**config.mk**
```make
export PLATFORM = sky130hd
export DESIGN_NAME = os_match_timer
export DESIGN_NICKNAME = d
export VERILOG_FILES = /design/src/rtl/os_tmr_pkg.sv /design/src/rtl/os_tmr_decode.sv /design/src/rtl/os_tmr_counter.sv /design/src/rtl/os_tmr_channel.sv /design/src/rtl/os_match_timer.sv
export SDC_FILE = /design/constraint.sdc
export NUM_CORES = 1
export LEC_CHECK = 0
export ABC_AREA = 1
export BUFFER_PORTS_ARGS = -buffer_cell sky130_fd_sc_hd__clkbuf_2
export CAP_MARGIN = 0
export CORE_MARGIN = 8
export CORE_UTILIZATION = 40
export CTS_CLUSTER_SIZE = 16
export DETAILED_ROUTE_END_ITERATION = 10
export PLACE_DENSITY = 0.54
export SYNTH_ARGS = -nofsm -noshare
export SYNTH_HDL_FRONTEND = slang
export SYNTH_SLANG_ARGS = --single-unit
```
**constraint.sdc**
```tcl
create_clock -name clk -period 5.8 [get_ports clk]
set_input_delay 0.29 -clock clk [delete_from_list [all_inputs] [get_ports clk]]
set_output_delay 0.29 -clock clk [all_outputs]
set_load 0.005 [all_outputs]
```
**src/rtl/os_tmr_pkg.sv**
```systemverilog
package os_tmr_pkg;

    localparam int NUM_CH   = 4;
    localparam int WORD_W   = 32;
    localparam int MASK_W   = 12;
    localparam int OFF_W    = 8;
    localparam int WDT_CH   = 3;

    localparam logic [OFF_W-1:0] OFF_CMP0   = 8'h00;
    localparam logic [OFF_W-1:0] OFF_COUNT  = 8'h10;
    localparam logic [OFF_W-1:0] OFF_PEND   = 8'h14;
    localparam logic [OFF_W-1:0] OFF_ARM    = 8'h18;
    localparam logic [OFF_W-1:0] OFF_ENABLE = 8'h1C;

    typedef enum logic [2:0] {
        SEL_CMP,
        SEL_COUNT,
        SEL_PEND,
        SEL_ARM,
        SEL_ENABLE,
        SEL_NONE
    } reg_sel_e;

    typedef struct packed {
        reg_sel_e   sel;
        logic [1:0] chan;
    } decode_t;

    function automatic decode_t decode_offset(input logic [OFF_W-1:0] off);
        decode_t d;
        d.chan = off[3:2];
        if (off[1:0] != 2'b00) begin
            d.sel = SEL_NONE;
        end else if (off < OFF_COUNT) begin
            d.sel = SEL_CMP;
        end else begin
            case (off)
                OFF_COUNT:  d.sel = SEL_COUNT;
                OFF_PEND:   d.sel = SEL_PEND;
                OFF_ARM:    d.sel = SEL_ARM;
                OFF_ENABLE: d.sel = SEL_ENABLE;
                default:    d.sel = SEL_NONE;
            endcase
        end
        return d;
    endfunction

endpackage

```
**src/rtl/os_tmr_decode.sv**
```systemverilog
module os_tmr_decode
    import os_tmr_pkg::*;
(
    input  logic             req_valid,
    input  logic [OFF_W-1:0] req_addr,
    output decode_t          dec,
    output logic             bad
);
    always_comb begin
        dec = decode_offset(req_addr);
        bad = req_valid && (dec.sel == SEL_NONE);
    end
endmodule

```
**src/rtl/os_tmr_counter.sv**
```systemverilog
module os_tmr_counter #(
    parameter int W = 32
) (
    input  logic         clk,
    input  logic         rst,
    input  logic         tick,
    input  logic         load,
    input  logic [W-1:0] load_val,
    output logic [W-1:0] value,
    output logic [W-1:0] value_next,
    output logic         advance
);
    always_comb begin
        advance    = tick && !load;
        value_next = value + {{(W-1){1'b0}}, 1'b1};
    end

    always_ff @(posedge clk) begin
        if (rst) begin
            value <= '0;
        end else if (load) begin
            value <= load_val;
        end else if (tick) begin
            value <= value_next;
        end
    end
endmodule

```
**src/rtl/os_tmr_channel.sv**
```systemverilog
module os_tmr_channel #(
    parameter int W = 32
) (
    input  logic         clk,
    input  logic         rst,
    input  logic         cmp_wr,
    input  logic [W-1:0] wdata,
    input  logic         advance,
    input  logic [W-1:0] cnt_next,
    input  logic         enable,
    input  logic         clear,
    output logic [W-1:0] cmp_value,
    output logic         hit,
    output logic         pending
);
    always_comb begin
        hit = advance && (cnt_next == cmp_value);
    end

    always_ff @(posedge clk) begin
        if (rst) begin
            cmp_value <= '0;
        end else if (cmp_wr) begin
            cmp_value <= wdata;
        end
    end

    always_ff @(posedge clk) begin
        if (rst) begin
            pending <= 1'b0;
        end else if (hit && enable) begin
            pending <= 1'b1;
        end else if (clear) begin
            pending <= 1'b0;
        end
    end
endmodule

```
**src/rtl/os_match_timer.sv**
```systemverilog
module os_match_timer
    import os_tmr_pkg::*;
#(
    parameter int CNT_W = WORD_W,
    parameter int EN_W  = MASK_W,
    localparam int NCH  = NUM_CH
) (
    input  logic             clk,
    input  logic             rst,
    input  logic             tick_en,
    input  logic             req_valid,
    input  logic             req_write,
    input  logic [OFF_W-1:0] req_addr,
    input  logic [CNT_W-1:0] req_wdata,
    output logic [CNT_W-1:0] rsp_rdata,
    output logic             addr_err,
    output logic [NCH-1:0]   irq,
    output logic             wdt_reset_req
);
    decode_t          dec;
    logic             wr_any;
    logic             wr_cnt;
    logic [CNT_W-1:0] cnt_q;
    logic [CNT_W-1:0] cnt_next;
    logic             cnt_adv;
    logic [EN_W-1:0]  en_q;
    logic             wdt_en_q;
    logic [NCH-1:0]   hit_v;
    logic [NCH-1:0]   pend_v;
    logic [CNT_W-1:0] cmp_v [NCH];

    os_tmr_decode u_dec (
        .req_valid (req_valid),
        .req_addr  (req_addr),
        .dec       (dec),
        .bad       (addr_err)
    );

    assign wr_any = req_valid && req_write;
    assign wr_cnt = wr_any && (dec.sel == SEL_COUNT);

    os_tmr_counter #(.W(CNT_W)) u_cnt (
        .clk        (clk),
        .rst        (rst),
        .tick       (tick_en),
        .load       (wr_cnt),
        .load_val   (req_wdata),
        .value      (cnt_q),
        .value_next (cnt_next),
        .advance    (cnt_adv)
    );

    for (genvar c = 0; c < NCH; c++) begin : g_ch
        os_tmr_channel #(.W(CNT_W)) u_ch (
            .clk       (clk),
            .rst       (rst),
            .cmp_wr    (wr_any && dec.sel == SEL_CMP && dec.chan == c),
            .wdata     (req_wdata),
            .advance   (cnt_adv),
            .cnt_next  (cnt_next),
            .enable    (en_q[c]),
            .clear     (wr_any && dec.sel == SEL_PEND && req_wdata[c]),
            .cmp_value (cmp_v[c]),
            .hit       (hit_v[c]),
            .pending   (pend_v[c])
        );
    end

    always_ff @(posedge clk) begin
        if (rst) begin
            en_q <= '0;
        end else if (wr_any && dec.sel == SEL_ENABLE) begin
            en_q <= req_wdata[EN_W-1:0];
        end
    end

    always_ff @(posedge clk) begin
        if (rst) begin
            wdt_en_q <= 1'b0;
        end else if (wr_any && dec.sel == SEL_ARM && req_wdata[0]) begin
            wdt_en_q <= 1'b1;
        end
    end

    always_ff @(posedge clk) begin
        if (rst) begin
            wdt_reset_req <= 1'b0;
        end else begin
            wdt_reset_req <= wdt_en_q && hit_v[WDT_CH];
        end
    end

    assign irq = pend_v;

    always_comb begin
        rsp_rdata = '0;
        if (req_valid && !req_write) begin
            case (dec.sel)
                SEL_CMP:    rsp_rdata = cmp_v[dec.chan];
                SEL_COUNT:  rsp_rdata = cnt_q;
                SEL_PEND:   rsp_rdata = {{(CNT_W-NCH){1'b0}}, pend_v};
                SEL_ARM:    rsp_rdata = {{(CNT_W-1){1'b0}}, wdt_en_q};
                SEL_ENABLE: rsp_rdata = {{(CNT_W-EN_W){1'b0}}, en_q};
                default:    rsp_rdata = '0;
            endcase
        end
    end
endmodule

```
==> impl_metrics.py <==
metrics = {
    "routing": {
        "dr.pass1.iters": 8,
        "drt_iter0_drc": 1310,
        "routedWlPerCell_um": 20.9,
        "vias_per_cell": 5.60,
        "final_antenna_net_count": 0,
        "drc": 0,
        "wl_mm": 44.5,
        "vias": 11900,
    },
    "power": {
        "power_frac_clock": 0.453,
        "p_per_area_nw_per_um2": 214,
        "p_comb_frac": 0.069,
        "power.leakage_uw": 0.00497,
        "intPower_uw": 1840,
        "p_switching_uw": 731,
        "peakVddDrop_uv": 187,
        "power.share.sequential": 0.477,
        "switching_share": 0.284,
    },
    "clocking": {
        "post_cts_resized": 0,
        "cts.sinks": 178,
        "root_buffer": "clkbuf_16",
        "postCtsSetupBuffers": 0,
        "clockBufferDepth": 2,
        "cts_hold_buf": 0,
        "clock_latency_ns": 0.46,
        "path_clk_slew_ns": 0.08,
        "cts_buffers": 17,
        "cts_tree": "done",
        "cts_max_level": 4,
    },
    "floorplanning": {
        "start_util": 0.406,
        "ios": 83,
        "die_w_um": 181,
        "dieArea_um2": 32800,
        "die_y_um": 181,
        "core_area_um2": 26900,
        "num_rows": 60,
    },
    "job": {
        "maxCapViolCount": 0,
    },
    "synthesis": {
        "ys_seq_area_frac": 0.326,
        "yosysTopAreaCell": "dfxtp_1",
        "avgSynthCellArea_um2": 6.25,
        "synth_top_area_frac": 0.326,
        "ys_warn_count": 0,
        "synth_area_leaders": "dfxtp_1 (33%), nand2_1 (15%), o21ai_0 (8.8%)",
        "syn-num-nets": 1794,
        "syn-instance-count": 1748,
        "synth_area_um2": 10900,
        "synth_cell_type_count": 39,
        "yosys_register_bits": 178,
    },
    "critical_path": {
        "reg2reg_to": "g_ch[2].u_ch.pending",
        "worstPathMaxFanout": 25,
        "r2r_cells": 15,
        "worstSetupStartpoint": "req_addr[2]",
        "cp.arrival_ns": 3.51,
        "crit_path_end_kind": "output pin",
        "rr_startpoint": "u_cnt.value[0]",
        "cp.required_ns": 5.51,
        "reg2reg_setup_slack_ns": 2.49,
        "critPathLaunchType": "input port",
        "crit_path_end": "rsp_rdata[22]",
        "crit_type": "input port to output pin",
    },
    "cells_and_area": {
        "fin_cells": 2135,
        "regArea_um2": 3560,
        "num_antenna_cells": 0,
        "n_fill_cell": 2891,
        "final_common_cell": "nand2_1",
        "fin_util": 0.446,
        "areaGrowthSynthToFinish_pct": 9.83,
        "fin_nets": 1827,
        "drive_gt1_frac": 0.0942,
        "multi_input_area_um2": 6130,
        "layout_common_cells": "nand2_1 (429), inv_1 (210), nor2_1 (191), o21ai_0 (191), dfxtp_1 (178)",
    },
    "global_route": {
        "gr-total-overflow": 0,
        "grt_pass1_wl_mm": 67.0,
        "grt_util_all_layers": 0.265,
        "grt_max_degree": 67,
        "grt_pass1_vias": 11100,
        "grt_antenna_before_repair": 0,
    },
    "timing": {
        "slew_viol_final": 0,
        "slew_headroom": 0.217,
        "fin_setup_tns_ns": 0,
        "finalSetupViolations": 0,
        "min_period_ns": 3.80,
        "worstMarginPinSlew_ns": 1.17,
        "grt_setup_unrepaired": "false",
        "max_clock_freq_mhz": 263,
        "fin_crit_sh": 0.656,
        "finalHoldViolCount": 0,
        "finClkSkew_ns": 0.0154,
        "hold_ws_ns": 0.125,
    },
    "run_status": {
        "status": "completed",
    },
    "hold_path": {
        "min-delay-path-class": "input port to register",
    },
    "placed_design": {
        "io_buffers": 82,
        "hpwl_mm": 32.0,
        "gp_congestion": 0.920,
        "placed_cells": 2103,
    },
}
==> final cells by class <==
class / count / share of cell area
Multi-Input combinational cell: 1272 / 0.511
Sequential cell: 178 / 0.297
Inverter: 220 / 0.0692
Timing Repair Buffer: 92 / 0.0405
Tap cell: 341 / 0.0356
Clock buffer: 17 / 0.0355
Clock inverter: 15 / 0.0114
==> layer usage <==
| metal | routed length (um) | GRT usage |
|---|---|---|
| met1 | 19500 | 0.356 |
| met4 | 1150 | 0.0843 |
| met2 | 20200 | 0.427 |
| met5 | 0 | 0 |
| met3 | 3710 | 0.0453 |
==> cell usage after synthesis <==
cell / n
nor3_1: 4
xor2_1: 33
nor3_4: 1
nor3_2: 1
nor2_1: 193
o21ai_1: 9
dfxtp_1: 178
inv_1: 211
inv_4: 1
buf_2: 25
nor2_4: 11
nand2_4: 1
o21ai_0: 191
a22oi_1: 27
nand3_1: 90
ha_1: 1
buf_4: 6
o22ai_1: 36
a21oi_2: 1
xnor2_1: 5
o2111ai_1: 8
or2_2: 4
a31oi_1: 12
clkbuf_1: 37
a221oi_1: 7
buf_1: 2
o21bai_1: 1
a21oi_1: 163
nand2_2: 8
and2_1: 1
nand2_1: 429
a2111oi_0: 2
a21boi_1: 1
buf_6: 8
nand3b_1: 7
nor2_2: 6
o221ai_1: 11
inv_2: 8
nand4_1: 8
==> critical path, cell delays in order <==
cell	delay, ns
clkbuf_2	0.15
nand2_4	0.22
inv_2	0.50
nor2_2	0.09
a21oi_2	0.23
nand2_2	0.23
inv_1	0.92
o2111ai_1	0.44
a21oi_1	0.24
clkbuf_2	0.15
==> how the worst min path moves through the flow <==
stage | from | to | cells past startpoint
after floorplan | rst | wdt_reset_req | 1
after global placement | en_q[9] | en_q[9] | 2
after detailed placement | en_q[9] | en_q[9] | 2
after CTS | req_wdata[11] | en_q[11] | 3
after global routing | req_wdata[6] | en_q[6] | 3
final | req_wdata[6] | en_q[6] | 3
==> power by group through the flow <==
stage	logic (uW)	clock network, uW	registers (uW)
floorplan	101	0	1250
finish	178	1170	1230
global placement	173	0	1260
global route	191	1230	1230
CTS	173	1170	1230
detailed placement	173	0	1260
==> per-stage QoR <==
stage          worst slack, ns  power (uW)  area (um2)
2_1_floorplan             3.90        1350       10900
3_3_place_gp              2.14        1430       11400
3_5_place_dp              1.95        1430       11400
4_1_cts                   2.17        2570       12000
5_1_grt                   1.94        2650       12000
6_report                  2.00        2570       12000
==> cell families after synthesis <==
logic type	count (synthesis)	synth area share
xor gates and xnor gates	38	0.0305
DFF	178	0.326
and+or+nand+nor	764	0.292
buffers and inverters	298	0.113
adders and majority gates	1	0.00115
AOI/OAI and AO/OA	469	0.237
==> registers in the layout, indices dropped and copies added (netlist names) <==
signal	cells
u_cnt.value	32
wdt_en_q	1
g_ch.u_ch.cmp_value	128
g_ch.u_ch.pending	4
wdt_reset_req	1
en_q	12
No activity file was read; power rests on OpenSTA's default activity.
